$ cat src/rtl/dram_ctrl_pkg.sv
package dram_ctrl_pkg;
  typedef enum logic [2:0] {
    ST_IDLE,
    ST_ROW,
    ST_COL,
    ST_PRE,
    ST_REF
  } ctrl_state_e;
endpackage

$ cat src/rtl/dram_addr_split.sv
module dram_addr_split #(
  parameter int ROW_BITS = 2,
  parameter int COL_BITS = 2,
  localparam int ADDR_W  = ROW_BITS + COL_BITS
) (
  input  logic [ADDR_W-1:0]   addr_i,
  output logic [ROW_BITS-1:0] row_o,
  output logic [COL_BITS-1:0] col_o
);
  assign row_o = addr_i[ADDR_W-1:COL_BITS];
  assign col_o = addr_i[COL_BITS-1:0];
endmodule

$ cat src/rtl/dram_refresh_timer.sv
module dram_refresh_timer #(
  parameter int ROW_BITS     = 2,
  parameter int REF_INTERVAL = 7800,
  localparam int CNT_W       = (REF_INTERVAL > 2) ? $clog2(REF_INTERVAL) : 1
) (
  input  logic                clk_i,
  input  logic                rst_ni,
  input  logic                ref_done_i,
  output logic                ref_pend_o,
  output logic [ROW_BITS-1:0] ref_row_o
);
  logic [CNT_W-1:0]    cnt_q;
  logic                tick;
  logic                pend_q;
  logic [ROW_BITS-1:0] row_q;

  assign tick = (cnt_q == CNT_W'(REF_INTERVAL - 1));

  always_ff @(posedge clk_i or negedge rst_ni) begin
    if (!rst_ni) begin
      cnt_q  <= '0;
      pend_q <= 1'b0;
      row_q  <= '0;
    end else begin
      cnt_q <= tick ? '0 : cnt_q + 1'b1;
      if (tick)            pend_q <= 1'b1;
      else if (ref_done_i) pend_q <= 1'b0;
      if (ref_done_i)      row_q  <= row_q + 1'b1;
    end
  end

  assign ref_pend_o = pend_q;
  assign ref_row_o  = row_q;


  no_lost_refresh_chk: assert property (@(posedge clk_i) disable iff (!rst_ni)
    tick |-> (!pend_q || ref_done_i));

  ref_row_step_chk: assert property (@(posedge clk_i) disable iff (!rst_ni)
    ref_done_i |=> (row_q == $past(row_q) + 1'b1));
endmodule

$ cat src/rtl/dram_ctrl_fsm.sv
module dram_ctrl_fsm
  import dram_ctrl_pkg::*;
#(
  parameter int ROW_BITS = 2
) (
  input  logic                clk_i,
  input  logic                rst_ni,
  input  logic                req_valid_i,
  input  logic [ROW_BITS-1:0] req_row_i,
  input  logic [ROW_BITS-1:0] lat_row_i,
  input  logic                ref_pend_i,
  output ctrl_state_e         state_o,
  output logic                req_ready_o,
  output logic                accept_o,
  output logic                ref_done_o,
  output logic [ROW_BITS-1:0] open_row_o
);
  ctrl_state_e         state_q, state_d;
  logic                req_pend_q;
  logic                row_open_q;
  logic [ROW_BITS-1:0] open_row_q;
  logic                hit;

  assign hit         = row_open_q && (req_row_i == open_row_q);
  assign req_ready_o = (state_q == ST_IDLE) && !ref_pend_i;
  assign accept_o    = req_ready_o && req_valid_i;
  assign ref_done_o  = (state_q == ST_REF);

  always_comb begin
    state_d = state_q;
    unique case (state_q)
      ST_IDLE: begin
        if (ref_pend_i)       state_d = row_open_q ? ST_PRE : ST_REF;
        else if (req_valid_i) state_d = hit ? ST_COL : (row_open_q ? ST_PRE : ST_ROW);
      end
      ST_PRE: begin
        if (ref_pend_i)      state_d = ST_REF;
        else if (req_pend_q) state_d = ST_ROW;
        else                 state_d = ST_IDLE;
      end
      ST_ROW:  state_d = ST_COL;
      ST_COL:  state_d = ST_IDLE;
      ST_REF:  state_d = req_pend_q ? ST_ROW : ST_IDLE;
      default: state_d = ST_IDLE;
    endcase
  end

  always_ff @(posedge clk_i or negedge rst_ni) begin
    if (!rst_ni) begin
      state_q    <= ST_IDLE;
      req_pend_q <= 1'b0;
      row_open_q <= 1'b0;
      open_row_q <= '0;
    end else begin
      state_q <= state_d;
      if (accept_o)               req_pend_q <= 1'b1;
      else if (state_q == ST_COL) req_pend_q <= 1'b0;
      if (state_q == ST_ROW) begin
        row_open_q <= 1'b1;
        open_row_q <= lat_row_i;
      end else if (state_q == ST_PRE) begin
        row_open_q <= 1'b0;
      end
    end
  end

  assign state_o    = state_q;
  assign open_row_o = open_row_q;


  ref_closed_chk: assert property (@(posedge clk_i) disable iff (!rst_ni)
    (state_q == ST_REF) |-> !row_open_q);

  col_open_chk: assert property (@(posedge clk_i) disable iff (!rst_ni)
    (state_q == ST_COL) |-> row_open_q);

  row_closed_chk: assert property (@(posedge clk_i) disable iff (!rst_ni)
    (state_q == ST_ROW) |-> !row_open_q);

  hit_fast_chk: assert property (@(posedge clk_i) disable iff (!rst_ni)
    (accept_o && hit) |=> (state_q == ST_COL));

  ready_busy_chk: assert property (@(posedge clk_i) disable iff (!rst_ni)
    accept_o |=> !req_ready_o);
endmodule

$ cat src/rtl/dram_ctrl.sv
module dram_ctrl
  import dram_ctrl_pkg::*;
#(
  parameter int ROW_BITS     = 2,
  parameter int COL_BITS     = 2,
  parameter int DATA_W       = 8,
  parameter int REF_INTERVAL = 7800,
  localparam int ADDR_W      = ROW_BITS + COL_BITS,
  localparam int BUS_W       = (ROW_BITS > COL_BITS) ? ROW_BITS : COL_BITS
) (
  input  logic              clk_i,
  input  logic              rst_ni,
  input  logic              req_valid_i,
  input  logic              req_we_i,
  input  logic [ADDR_W-1:0] req_addr_i,
  input  logic [DATA_W-1:0] req_wdata_i,
  output logic              req_ready_o,
  output logic              rsp_valid_o,
  output logic [DATA_W-1:0] rsp_rdata_o,
  output logic [BUS_W-1:0]  dram_addr_o,
  output logic              dram_ras_o,
  output logic              dram_cas_o,
  output logic              dram_we_o,
  output logic              dram_pre_o,
  output logic              dram_ref_o,
  output logic [DATA_W-1:0] dram_wdata_o,
  input  logic [DATA_W-1:0] dram_rdata_i
);
  ctrl_state_e         state;
  logic                accept;
  logic                ref_pend;
  logic                ref_done;
  logic [ROW_BITS-1:0] ref_row;
  logic [ROW_BITS-1:0] open_row;
  logic [ROW_BITS-1:0] in_row, lat_row;
  logic [COL_BITS-1:0] in_col, lat_col;
  logic [ADDR_W-1:0]   lat_addr_q;
  logic                lat_we_q;
  logic [DATA_W-1:0]   lat_wdata_q;
  logic                rsp_valid_q;
  logic [DATA_W-1:0]   rsp_rdata_q;

  dram_addr_split #(.ROW_BITS(ROW_BITS), .COL_BITS(COL_BITS)) u_split_in (
    .addr_i(req_addr_i), .row_o(in_row), .col_o(in_col));

  dram_addr_split #(.ROW_BITS(ROW_BITS), .COL_BITS(COL_BITS)) u_split_lat (
    .addr_i(lat_addr_q), .row_o(lat_row), .col_o(lat_col));

  dram_refresh_timer #(.ROW_BITS(ROW_BITS), .REF_INTERVAL(REF_INTERVAL)) u_ref (
    .clk_i, .rst_ni, .ref_done_i(ref_done), .ref_pend_o(ref_pend), .ref_row_o(ref_row));

  dram_ctrl_fsm #(.ROW_BITS(ROW_BITS)) u_fsm (
    .clk_i, .rst_ni,
    .req_valid_i, .req_row_i(in_row), .lat_row_i(lat_row),
    .ref_pend_i(ref_pend),
    .state_o(state), .req_ready_o, .accept_o(accept),
    .ref_done_o(ref_done), .open_row_o(open_row));

  always_ff @(posedge clk_i or negedge rst_ni) begin
    if (!rst_ni) begin
      lat_addr_q  <= '0;
      lat_we_q    <= 1'b0;
      lat_wdata_q <= '0;
      rsp_valid_q <= 1'b0;
      rsp_rdata_q <= '0;
    end else begin
      if (accept) begin
        lat_addr_q  <= req_addr_i;
        lat_we_q    <= req_we_i;
        lat_wdata_q <= req_wdata_i;
      end
      rsp_valid_q <= (state == ST_COL);
      if (state == ST_COL) rsp_rdata_q <= lat_we_q ? lat_wdata_q : dram_rdata_i;
    end
  end

  // shared index bus: content depends on the command phase
  always_comb begin
    unique case (state)
      ST_ROW:  dram_addr_o = BUS_W'(lat_row);
      ST_COL:  dram_addr_o = BUS_W'(lat_col);
      ST_PRE:  dram_addr_o = BUS_W'(open_row);
      ST_REF:  dram_addr_o = BUS_W'(ref_row);
      default: dram_addr_o = '0;
    endcase
  end

  assign dram_ras_o   = (state == ST_ROW);
  assign dram_cas_o   = (state == ST_COL);
  assign dram_pre_o   = (state == ST_PRE);
  assign dram_ref_o   = (state == ST_REF);
  assign dram_we_o    = dram_cas_o && lat_we_q;
  assign dram_wdata_o = lat_wdata_q;
  assign rsp_valid_o  = rsp_valid_q;
  assign rsp_rdata_o  = rsp_rdata_q;


  one_strobe_chk: assert property (@(posedge clk_i) disable iff (!rst_ni)
    $onehot0({dram_ras_o, dram_cas_o, dram_pre_o, dram_ref_o}));

  rsp_single_chk: assert property (@(posedge clk_i) disable iff (!rst_ni)
    rsp_valid_o |=> !rsp_valid_o);

  cas_after_ras_chk: assert property (@(posedge clk_i) disable iff (!rst_ni)
    dram_ras_o |=> dram_cas_o);

  we_only_cas_chk: assert property (@(posedge clk_i) disable iff (!rst_ni)
    dram_we_o |-> dram_cas_o);
endmodule

$ cat config.mk
export PLATFORM = sky130hd
export DESIGN_NAME = dram_ctrl
export DESIGN_NICKNAME = d
export VERILOG_FILES = /design/src/rtl/dram_ctrl_pkg.sv /design/src/rtl/dram_addr_split.sv /design/src/rtl/dram_refresh_timer.sv /design/src/rtl/dram_ctrl_fsm.sv /design/src/rtl/dram_ctrl.sv
export SDC_FILE = /design/constraint.sdc
export NUM_CORES = 1
export LEC_CHECK = 0
export ABC_AREA = 1
export BUFFER_PORTS_ARGS = -buffer_cell sky130_fd_sc_hd__buf_2
export CAP_MARGIN = 0
export CORE_ASPECT_RATIO = 0.75
export CORE_MARGIN = 2
export CORE_UTILIZATION = 43
export DETAILED_ROUTE_END_ITERATION = 12
export PLACE_DENSITY = 0.78
export SLEW_MARGIN = 5
export SYNTH_ARGS = -nofsm -noshare
export SYNTH_HDL_FRONTEND = slang
export SYNTH_SLANG_ARGS = --single-unit
$ cat constraint.sdc
create_clock -name clk_i -period 1.7 [get_ports clk_i]
set_clock_uncertainty 0.15 [all_clocks]
set_input_delay 0.255 -clock clk_i [delete_from_list [all_inputs] [get_ports clk_i]]
set_output_delay 0.255 -clock clk_i [all_outputs]
set_load 0.05 [all_outputs]
* After elaboration in Yosys (flattened, before gate mapping)
Index checks and enable logic that the tools add are counted.
Storage, ports and cells: output and inout bits 25, input bits 24, flip-flop bits (word level) 45, logic and storage cells 47
Operators by class: equality and inequality tests 7, add/sub/neg operators 2, mux-type cells 17, reduce and logical (&&, ||, !) cells 9
Operator list (count):
- 2-to-1 mux 3 bit | 5
- adder 13 x 1 -> 13 bit, second input constant | 1
- == test 13 bit, second input constant | 1
- 2-to-1 mux 13 bit | 1
- one-hot mux 3 bit (4 select lines) | 1
- 2-to-1 mux 8 bit | 1
- one-hot mux 2 bit (4 select lines) | 1
- 2-to-1 mux 1 bit | 7
- == test 3 x 2 -> 1 bit, second input constant | 2
- nonzero test 2 bit | 3
- logical AND 1 bit | 4
- == test 3 x 1 -> 1 bit, second input constant | 1
- == test 3 bit, second input constant | 1
- logical NOT 3 bit | 1
- != test 3 bit, second input constant | 1
- adder 2 x 1 -> 2 bit, second input constant | 1
- == test 2 bit | 1
- 2-to-1 mux 2 bit | 1
- logical NOT 1 bit | 1

* Depth between registers and ports, before layout
depth after elaboration 6, mapped depth 8

* Modules after synthesis
Synthesis repeated with hierarchy kept, for this count alone.
Second synthesis, totals: cells, all modules 295, area, all modules 2331.0 µm²
Modules (own cells, without submodules):
- dram_ctrl | times used 1, seq. area each 550.5 µm², area each 1053.5 µm², cells an instance 125
- dram_refresh_timer | times used 1, seq. area each 400.4 µm², area each 854.6 µm², cells an instance 110
- dram_ctrl_fsm | times used 1, seq. area each 175.2 µm², area each 362.8 µm², cells an instance 52
- dram_addr_split | times used 2, seq. area each 0.0 µm², area each 30.0 µm², cells an instance 4

* Least setup slack after synthesis
OpenSTA, ideal clock, no wires.
path type flip-flop to output port, from register lat_we_q, to output port dram_we_o, path slack -0.687 ns, arrival 1.982 ns, cell stages (with the launch flop) 4, path buffers 1, data required time 1.295 ns, cell sequence dfrtp_1 > buf_4 > inv_1 > nor4_1
On the way: cells in the longest elaborated chain, start to end 1
RTL lines:
- start, declared | RTL line dram_ctrl.sv:38 | logic lat_we_q;
- start signal, assigned | RTL line dram_ctrl.sv:69 | lat_we_q <= req_we_i;
- logical AND 1 bit | RTL line dram_ctrl.sv:92 | assign dram_we_o = dram_cas_o && lat_we_q;
- end, declared | RTL line dram_ctrl.sv:23 | output logic dram_we_o,
Every way passes these cells.

* Worst setup path after layout
from register u_fsm.state_q[0], in the netlist u_fsm.state_o[0], to output port dram_addr_o[0]
On the way: cells in the longest elaborated chain, start to end 2
RTL lines:
- start, declared | RTL line dram_ctrl_fsm.sv:18 | ctrl_state_e state_q, state_d;
- start signal, assigned | RTL line dram_ctrl_fsm.sv:55 | state_q <= state_d;
- == test 3 bit (tied with other cells) | RTL line dram_ctrl.sv:79 | unique case (state)
- one-hot mux 2 bit (4 select lines) * | RTL line dram_ctrl.sv:79
- end, declared | RTL line dram_ctrl.sv:20 | output logic [BUS_W-1:0] dram_addr_o,
Mark *: on every way between the ends. The rest lies on a longest branch, timed or not.

==> results.toml <==
[floorplanning]
num_rows = 22
ios = 49
die_width_um = 85.8
coreArea_um2 = 4870
initial_core_util_pct = 44.2
die_y_um = 65.3
die_area_um2 = 5600

[clock_network]
cts_tree = "yes"
cts_sinks = 45
ctsRootBufferMaster = "clkbuf_8"
cts_buffer_depth = 2
clk_pin_slew_ns = 0.09
clk_latency_ns = 0.30
htree_levels = 2
cts_buffers = 5

[place]
io_buffers = 48
hpwl_um = 3370
post-place-ws_ns = -0.0145
placedInstanceArea_um2 = 2500
place.gp.congestion = 0.863

[timing]
max_freq_ghz = 0.517
timing.final.ws_setup_ns = -0.235
slew_violations = 0
tightest_slew_ns = 0.409
slew_headroom_pct = 72.7
setup_tns_ns = -1.35
final-setup-viol-count = 21
rsz0062_at_grt = "yes"
period_minus_slack_ns = 1.94
fin_crit_sh_pct = 114
hold_violations = 1
whs_ns = -0.00217

[power_and_ir_drop]
ir_drop_mv = 1.11
p_per_area_nw_per_um2 = 1850
power_mw = 5.51
power_leakage_nw = 1.54

[cells_and_area]
drive_above_1_share_pct = 36.2
fill_cells = 420
mostFrequentLayoutCell = "nand2_1"
final_cell_area_um2 = 2980
fin_util_pct = 61.1
syn_to_final_growth_pct = 38.1
num_antenna_cells = 0
layout.nets = 358
mostFrequentLayoutCells = "nand2_1, dfrtp_1, buf_2, inv_1, nor2_1"

[yosys]
synth_fp_nets = 285
synth_cell_types = 28
syn_area_um2 = 2160
ys_ff_latch = 45
avgSynthCellArea_um2 = 8.29
synthArstFlopShare_pct = 100
yosysSeqAreaShare_pct = 52.2
synth_edf_count = 0
synth_flop_cell = "dfrtp_1"
ys_warn_count = 0
syn_inst = 260

[routing]
drt-vias-per-instance = 4.88
dr_total_vias = 1923
wl_per_cell_um = 14.0
drc = 4
drtIter0Drc = 191
wl_um = 5500
antenna_left = 0
first_pass_iters = 9

[outcome]
status = "complete, but fails checks"
violations = "DRC, hold timing, setup timing"

[worst_setup_path]
path_max_fanout = 5
cp-start-kind = "register"
critPathCaptureType = "output port"
crit_arrival_ns = 1.53
path_class = "reg -> out"
worstPathRequired_ns = 1.29

[job]
maxCapViolCount = 0

[grt]
grt_start_max_net_pins = 30
grt_pass1_wl_um = 8250
antenna_found_initial = 0
grt_overflow_total = 0
track_usage_pct = 18.8
grt_pass1_vias = 1774

[hold_path]
min_path_type = "in -> reg"
-- Yosys cell counts (2+ instances only) --
| cell type | n | area (um^2) |
|---|---|---|
| xnor2_1 | 5 | 43.8 |
| a21oi_1 | 4 | 20.0 |
| o21ai_0 | 17 | 85.1 |
| o211ai_1 | 8 | 60.1 |
| o21bai_1 | 2 | 15.0 |
| nand3_1 | 11 | 55.1 |
| nor2_2 | 2 | 12.5 |
| nor2_1 | 21 | 78.8 |
| nand2_1 | 72 | 270 |
| xor2_1 | 3 | 26.3 |
| buf_2 | 2 | 10.0 |
| or2_2 | 7 | 43.8 |
| nand2_2 | 2 | 12.5 |
| dfrtp_1 | 45 | 1130 |
| nor3_1 | 3 | 15.0 |
| nand4_1 | 2 | 12.5 |
| inv_1 | 43 | 161 |
-- critical path: stages, from the launching register on --
cell,delay (ns)
dfrtp_2,0.48
nor2_4,0.17
nand2_2,0.12
inv_2,0.11
nand2_2,0.07
o2111ai_2,0.10
buf_6,0.19
-- per-layer routing --
layer  vias up  track usage (%)  wire (um)  share of wire (%)
met5         -                0          0                  0
met4         0             6.35        134                2.4
met3        15             4.40        390                7.1
met2        70             26.3       2470                 45
met1       885             28.4       2510                 46
li1        953                -          -                  -
-- power by group --
group          internal, mW  switching [mW]  leakage [nW]
clock                 0.441           0.368        0.0554
combinational          1.06            1.99         0.917
sequential             1.40           0.251         0.564
total                  2.90            2.61          1.54
-- through the flow --
stage          instances  hold slack [ns]
2_1_floorplan        260           -0.191
3_3_place_gp         369           0.0587
3_5_place_dp         369           0.0651
4_1_cts              387          0.00307
5_1_grt              394         0.000234
6_report             394         -0.00217
-- state kept, by name (all words and copies together), names as in the netlist --
signal / count
u_ref.ref_row_o: 2
u_fsm.state_o: 3
u_fsm.row_open_q: 1
dram_wdata_o: 8
lat_we_q: 1
rsp_valid_o: 1
u_ref.ref_pend_o: 1
u_fsm.req_pend_q: 1
u_fsm.open_row_o: 2
u_ref.cnt_q: 13
rsp_rdata_o: 8
lat_addr_q: 4
-- path summary, 6_finish.rpt --
kind	from	cells past startpoint	endpoint	slack [ns]
worst max-delay path	u_fsm.state_o[0]	6	dram_addr_o[0]	-0.24
worst min-delay path	req_wdata_i[0]	3	dram_wdata_o[0]	-0.002
worst max register to register	u_fsm.state_o[0]	10	lat_addr_q[3]	-0.07
worst min register to register	rsp_rdata_o[7]	1	rsp_rdata_o[7]	0.34
max in group asynchronous	rst_ni	3	u_fsm.state_o[2]	0.64
min in group asynchronous	rst_ni	2	u_ref.cnt_q[12]	0.26
-- layout make-up --
class                      count  area (um^2)  share of cell area, %
clock buffer                   6         72.6                   2.44
clock inverter                 2         38.8                   1.30
inverter                      44          181                   6.10
tap                           60         75.1                   2.52
timing repair inverter         1         11.3                  0.378
sequential                    45         1130                   38.0
timing repair buffer          69          513                   17.2
multi-input combinational    167          955                   32.1
-- what timing repair did --
item	CTS	global route
endpoints found under the setup margin	8	29
setup buffers	9	8
endpoints found under the hold margin	16	0
gates resized for setup	29	40
hold buffers	1	0
cloned	0	2
pin swaps	6	7
-- cell families (layout without fill, tap and decap cells) --
kind of cell,after synthesis,in the layout,synth area share (%)
xor gates and xnor gates,8,8,3.25
DFF,45,45,52.2
and+or+nand+nor,123,124,24.5
buffers and inverters,49,122,10.0
AOI/OAI and AO/OA,34,34,9.34
adders and majority gates,1,1,0.580
Power figures use the tool's default switching activity.
